<file path="src/rtl/sp_fifo_inreg.sv">
module sp_fifo_inreg #(
  parameter int W = 4
) (
  input  logic         clk,
  input  logic         rst_n,
  input  logic [W-1:0] par_in,
  input  logic         ser_in,
  input  logic         load,
  input  logic         ser_clk,
  input  logic         ser_en_n,
  input  logic         xfer_n,
  input  logic         top_empty,
  output logic         push,
  output logic [W-1:0] push_data,
  output logic         full_n
);
  localparam logic [W-1:0] INIT = W'(1) << (W - 1);

  logic [W-1:0] word;
  logic mark, req, master, sc_q;

  wire sc_fall  = sc_q & ~ser_clk;
  wire shift_en = sc_fall & ~ser_en_n & ~load & ~mark;
  wire may_init = ~load & (master | ~ser_en_n);
  wire do_init  = (push | req) & may_init;

  assign push      = mark & ~req & ~xfer_n & top_empty;
  assign push_data = word;
  assign full_n    = ~mark;

  always_ff @(posedge clk) begin
    sc_q <= ser_clk;
    if (!rst_n) begin
      word   <= INIT;
      mark   <= 1'b0;
      req    <= 1'b0;
      master <= ~ser_en_n;
    end else if (do_init) begin
      word <= INIT;
      mark <= 1'b0;
      req  <= 1'b0;
    end else begin
      if (push) req <= 1'b1;
      if (load) begin
        word <= par_in;
        mark <= 1'b1;
      end else if (shift_en) begin
        word <= {ser_in, word[W-1:1]};
        mark <= word[0];
      end
    end
  end
endmodule

</file>
<file path="config.mk">
export PLATFORM = sky130hd
export DESIGN_NAME = sp_fifo_inreg
export DESIGN_NICKNAME = d
export VERILOG_FILES = /design/src/rtl/sp_fifo_inreg.sv
export SDC_FILE = /design/constraint.sdc
export NUM_CORES = 1
export LEC_CHECK = 0
export ABC_CLOCK_PERIOD_IN_PS = 2610
export BUFFER_PORTS_ARGS = -buffer_cell sky130_fd_sc_hd__clkbuf_2
export CAP_MARGIN = 20
export CORE_MARGIN = 3
export CORE_UTILIZATION = 25
export DETAILED_ROUTE_END_ITERATION = 7
export PLACE_DENSITY = 0.58
export SLEW_MARGIN = 20
export SYNTH_ARGS = -nofsm -noshare
export SYNTH_HDL_FRONTEND = slang
export SYNTH_SLANG_ARGS = --single-unit
</file>
<file path="constraint.sdc">
create_clock -name clk -period 2.61 [get_ports clk]
set_input_delay 0.522 -clock clk [delete_from_list [all_inputs] [get_ports clk]]
set_output_delay 0.522 -clock clk [all_outputs]
set_load 0.05 [all_outputs]
</file>
==> out/qor.yml, run 1 <==
die_x_um: 44.23
path_class: "reg -> out"
path_clk_slew_ns: 0.06
viasPerCell: 4.880
crit_path_end_kind: "primary output"
power.switching_uw: 112.4
final_hold_viol_count: 0
yosys_warnings: 0
synth_top_cell_by_area: "dfxtp_1"
min-delay-path-class: "in -> reg"
path_max_fanout: 4
p_leak_nw: 0.2280
fin_tns_setup_ns: 0
core_area_um2: 1334
ys_ff_latch: 8
clkLatencyLatePin_ns: 0.27
relSlewSlack: 0.6354
setup_viol: 0
grt_pass1_wl_mm: 1.380
numCtsBuffers: 3
gr-total-overflow: 0
syn_to_final_growth_pct: 35.62
ys_seq_area_frac: 0.4658
pwr-share-comb: 0.239
synthCells: 39
die_area_um2: 1956
ant_nets: 0
fin_skew_ns: 0.002256
cts_tree: "yes"
fin_util: 0.3715
first_global_vias: 343
r2r_slack_ns: 1.15
drc: 0
synth_top_area_frac: 0.3836
seqPwrFrac: 0.432
track_usage: 0.1030
slew_violations: 0
vdd_ir_drop_max_mv: 0.4445
pre_cts_slack_ns: 0.8695
synth_area_leaders: "dfxtp_1, edfxtp_1, a32oi_1"
drtIter0Drc: 11
crit_arrival_ns: 1.17
first_pass_iters: 4
final_common_cell: "clkbuf_2"
finalWirelength_um: 854
rsz0062_at_grt: "no"
clockPowerShare: 0.329
post_cts_resized: 0
syn_area_um2: 365.4
setup_slack_ns: 0.9157
start_util: 0.2739
drive_above_1_share: 0.4000
required_ns: 2.09
crit_path_start_kind: "flip-flop"
cts_buffer_depth: 2
num-nets-final: 73
fmax_ghz: 0.5902
postCtsSetupRepairBufs: 0
antenna_found_initial: 0
grt_max_degree: 8
maxCapViolations: 0
p_int_uw: 219.6
pwr_density_cell_nw_per_um2: 669.9
synth.net_count: 51
n_antenna_cell: 0
place_hpwl_um: 647.6
wl_per_cell_um: 11.39
htree_levels: 1
syn_area_per_cell_um2: 9.368
period_share: 0.6492
worst_pin_slew_ns: 0.5458
vias: 366
io_pins: 18
period_minus_slack_ns: 1.694
status: "completed"
io_buffers: 17
layout_common_cells: "clkbuf_2, dfxtp_1, inv_1"
switching_share: 0.3385
yosys.cell_types.count: 18
ctsRootBufferMaster: "clkbuf_4"
cts_hold_buf: 0
num_rows: 13
die_h_um: 44.23
gp_congestion: 0.8060
cts.sinks: 8
-- kinds of logic (layout without fill, tap and decap cells) --
| kind of cell | count (synthesis) | in the layout | synth area share |
|---|---|---|---|
| compound gates | 8 | 8 | 0.1815 |
| flops | 8 | 8 | 0.4657 |
| simple gates | 18 | 18 | 0.3014 |
| buf+inv | 5 | 26 | 0.05138 |
-- metal layers --
metal / share of wire / GRT usage
met5: 0 / 0
met4: 0.029 / 0.07229
met3: 0.077 / 0.06911
met2: 0.44 / 0.1453
met1: 0.45 / 0.1092
-- power by group through the flow --
stage	Combinational (mW)	Clock, mW	Sequential, mW
finish	0.0795	0.109	0.143
global route	0.0856	0.117	0.145
CTS	0.0801	0.110	0.143
detailed placement	0.0798	0	0.146
global placement	0.0797	0	0.147
floorplan	0.0351	0	0.166
-- worst paths after layout --
path | startpoint | cells after the start | end
min reg2reg | req$_SDFFE_PP0P_ | 2 | req$_SDFFE_PP0P_
max | mark$_SDFFE_PP0P_ | 3 | push
max reg2reg | mark$_SDFFE_PP0P_ | 3 | push_data[3]$_SDFFE_PP1P_
min | ser_clk | 1 | sc_q$_DFF_P_
-- worst max-delay path, stage by stage (launching register included) --
cell      delay [ns]
dfxtp_1         0.38
nand3b_1        0.14
nor2_1          0.11
clkbuf_2        0.28
-- area by class of cell --
type | count | area (µm²)
fillers | 154 | 838.3
multi-input cells | 26 | 176.4
flip-flops and latches | 8 | 170.2
repair buffers | 17 | 85.08
clock buffers | 4 | 26.28
inverters | 5 | 18.77
well taps | 15 | 18.77
-- synthesized netlist by cell type (all sizes together) --
| library cell | number |
|---|---|
| a211o | 1 |
| a21oi | 1 |
| a22oi | 1 |
| a32o | 1 |
| a32oi | 3 |
| and2b | 1 |
| and3 | 1 |
| dfxtp | 7 |
| edfxtp | 1 |
| inv | 5 |
| nand2 | 4 |
| nand3 | 4 |
| nand3b | 1 |
| nand4 | 3 |
| nor2 | 2 |
| nor3b | 1 |
| o21ai | 1 |
| or4b | 1 |
-- stage by stage --
step / std cells / hold WS [ns] / area, µm² / power [mW]
after global routing: 75 / 0.3793 / 495.5 / 0.3476
final: 75 / 0.3915 / 495.5 / 0.3319
after CTS: 75 / 0.3877 / 495.5 / 0.3336
after floorplan: 39 / 0.4459 / 365.4 / 0.2008
after detailed placement: 71 / 0.4629 / 469.2 / 0.2258
after global placement: 71 / 0.4536 / 469.2 / 0.2262
-- registers in the layout (all words and copies together), names as in the netlist --
register and cells:
push_data 4, mark 1, master 1, req 1, sc_q 1
Note: power is estimated with default switching activity, not from simulation.
==> inputs of run 2 (changes only) <==
--- a/config.mk
+++ b/config.mk
@@ -5,7 +5,8 @@
 export SDC_FILE = /design/constraint.sdc
 export NUM_CORES = 1
 export LEC_CHECK = 0
-export ABC_CLOCK_PERIOD_IN_PS = 2610
+export ABC_AREA = 1
+export ABC_CLOCK_PERIOD_IN_PS = 1500
 export BUFFER_PORTS_ARGS = -buffer_cell sky130_fd_sc_hd__clkbuf_2
 export CAP_MARGIN = 20
 export CORE_MARGIN = 3
==> constraint.sdc (replaced) <==
create_clock -name clk -period 1.5 [get_ports clk]
set_input_delay 0.3 -clock clk [delete_from_list [all_inputs] [get_ports clk]]
set_output_delay 0.3 -clock clk [all_outputs]
set_load 0.05 [all_outputs]
==> out/qor.yml, run 2 <==
crit_start: "mark$_SDFFE_PP0P_"
ctsRootBufferMaster: "clkbuf_4"
cp_cell_sequence: "nand2_1 -> nor3_2 -> buf_4"
die_h_um: 46.21
synth-simple-area-share: 0.3746
worst_pin_slew_ns: 0.2812
ff2ff_path_depth: 5
period_minus_slack_ns: 1.359
maxCapViolations: 0
num_rows: 13
cp_slowest_cell: "dfxtp_1"
layout_common_cells: "nand2_1, clkbuf_2, inv_1, dfxtp_1, nor2_1"
first_global_vias: 345
synth-compound-area-share: 0.1022
io_buffers: 17
status: "completed"
start_util: 0.2889
syn_area_per_cell_um2: 7.090
slew_violations: 0
setup_viol: 0
rsz0062_at_grt: "no"
synth_xor_area_frac: 0
setup_slack_ns: 0.1407
min-delay-path-class: "in -> reg"
num-nets-final: 90
cts_buffer_depth: 2
holdWs_ns: 0.1862
n_antenna_cell: 0
finalWirelength_um: 900
clkLatencyLatePin_ns: 0.26
fin_skew_ns: 0.0002514
fmax_ghz: 0.7357
setup.worst_path.end: "push"
syn_area_um2: 404.1
synth_edf_count: 1
fin_area_um2: 530.5
placed_cell_area_um2: 501.7
final_hold_viol_count: 0
gr-total-overflow: 0
die_area_um2: 2135
crit_path_start_kind: "flip-flop"
vdd_ir_drop_max_mv: 0.5486
cts_tree: "yes"
period_share: 0.9062
drive_above_1_share: 0.3506
drtIter0Drc: 8
synth_flop_cell: "dfxtp_1"
ys_ff_latch: 8
io_pins: 18
grt_pass1_wl_mm: 1.393
vias: 401
wl_per_cell_um: 9.783
numCtsBuffers: 3
die_x_um: 46.21
grt_max_degree: 10
synth-adder-area-share: 0
htree_levels: 1
yosysMostFrequentCell: "nand2_1"
fin_tns_setup_ns: 0
synth_top_family_by_area: "simple AND/OR/NAND/NOR gates"
synthTopCellsByCount: "nand2_1, dfxtp_1, inv_1, nor2_1"
ys_seq_area_frac: 0.4211
viasPerCell: 4.359
path_class: "reg -> out"
path_clk_slew_ns: 0.06
place_hpwl_um: 716
r2r_slack_ns: 0.47
cts_hold_buf: 0
synthCells: 57
track_usage: 0.1000
p_leak_nw: 0.2885
async_flop_share: 0
crit_path_max_incr_delay_ns: 0.38
gp_congestion: 0.6871
first_pass_iters: 2
r2r_start: "mark$_SDFFE_PP0P_"
synth_area_leaders: "dfxtp_1, nand2_1, edfxtp_1"
drc: 0
cts.sinks: 8
required_ns: 1.20
min_from: "ser_clk"
core_area_um2: 1399
crit_path_end_kind: "primary output"
path_max_fanout: 4
crit_arrival_ns: 1.06
synth_top_cell_by_area: "dfxtp_1"
final_common_cell: "nand2_1"
syn_to_final_growth_pct: 31.27
synth.area.mux_share: 0
yosys_warnings: 0
synth_top_area_frac: 0.3467
antenna_found_initial: 0
synth.net_count: 69
largest_reg_flops: 4
rr_endpoint: "mark$_SDFFE_PP0P_"
yosys.cell_types.count: 16
pwr_density_cell_nw_per_um2: 1030
pre_cts_slack_ns: 0.3368
ant_nets: 0
relSlewSlack: 0.8133
run 2: changes by cell type in the layout (fill, tap and decap cells not counted), sizes merged, moves of 3 or more:
cell / delta
nand4: -3
inv: +3
nand2: +15
a21oi: +4
a32oi: -3
nor2: +6
run 2: layout make-up:
class,count,area [µm²]
clock buffer,4,26.28
fill,153,868.3
inverter,8,30.03
multi-input combinational,40,197.7
sequential,8,170.2
tap,15,18.77
timing repair buffer,17,87.58
run 2: cell families (layout without fill, tap and decap cells):
logic type	count (synthesis)	in the layout
simple gates	33	33
buf+inv	9	29
flops	8	8
compound gates	7	7
run 2: through the flow:
stage / cells / util / power [mW]
finish: 92 / 0.3792 / 0.5462
global route: 92 / 0.3792 / 0.5838
CTS: 92 / 0.3775 / 0.5539
detailed placement: 88 / 0.3587 / 0.3643
global placement: 88 / 0.3587 / 0.3627
floorplan: 57 / - / 0.3307
run 2: layer usage:
layer  vias to the layer above  track usage  routed length [µm]
met5                         -            0                   0
met1                       169       0.1072                 384
met4                         0      0.05114                  17
li1                        218            -                   -
met3                         2      0.06641                  63
met2                        12       0.1484                 434
run 2: worst min-delay path by stage:
stage | end | slack [ns] | cells past startpoint
after floorplan | sc_q$_DFF_P_ | 0.33 | 0
after CTS | sc_q$_DFF_P_ | 0.18 | 1
after global routing | sc_q$_DFF_P_ | 0.17 | 1
final | sc_q$_DFF_P_ | 0.19 | 1
after detailed placement | sc_q$_DFF_P_ | 0.45 | 1
after global placement | sc_q$_DFF_P_ | 0.45 | 1
run 2: power breakdown:
| part | internal (mW) | leakage (nW) | switching [mW] |
|---|---|---|---|
| clock | 0.103 | 0.0150 | 0.0847 |
| combinational | 0.0372 | 0.206 | 0.0816 |
| sequential | 0.231 | 0.0677 | 0.00868 |
| total | 0.371 | 0.289 | 0.175 |
run 2: what timing repair did:
action / in CTS / in global routing
setup endpoints to repair: 0 / 1
buffers inserted: 0 / 0
resized for setup: 0 / 3
run 2: critical path, delay by kind of cell, from the launching register on:
family,cells,cell delay [ns]
buffers and inverters,1,0.21
flip-flops,1,0.38
AND/OR/NAND/NOR,2,0.21
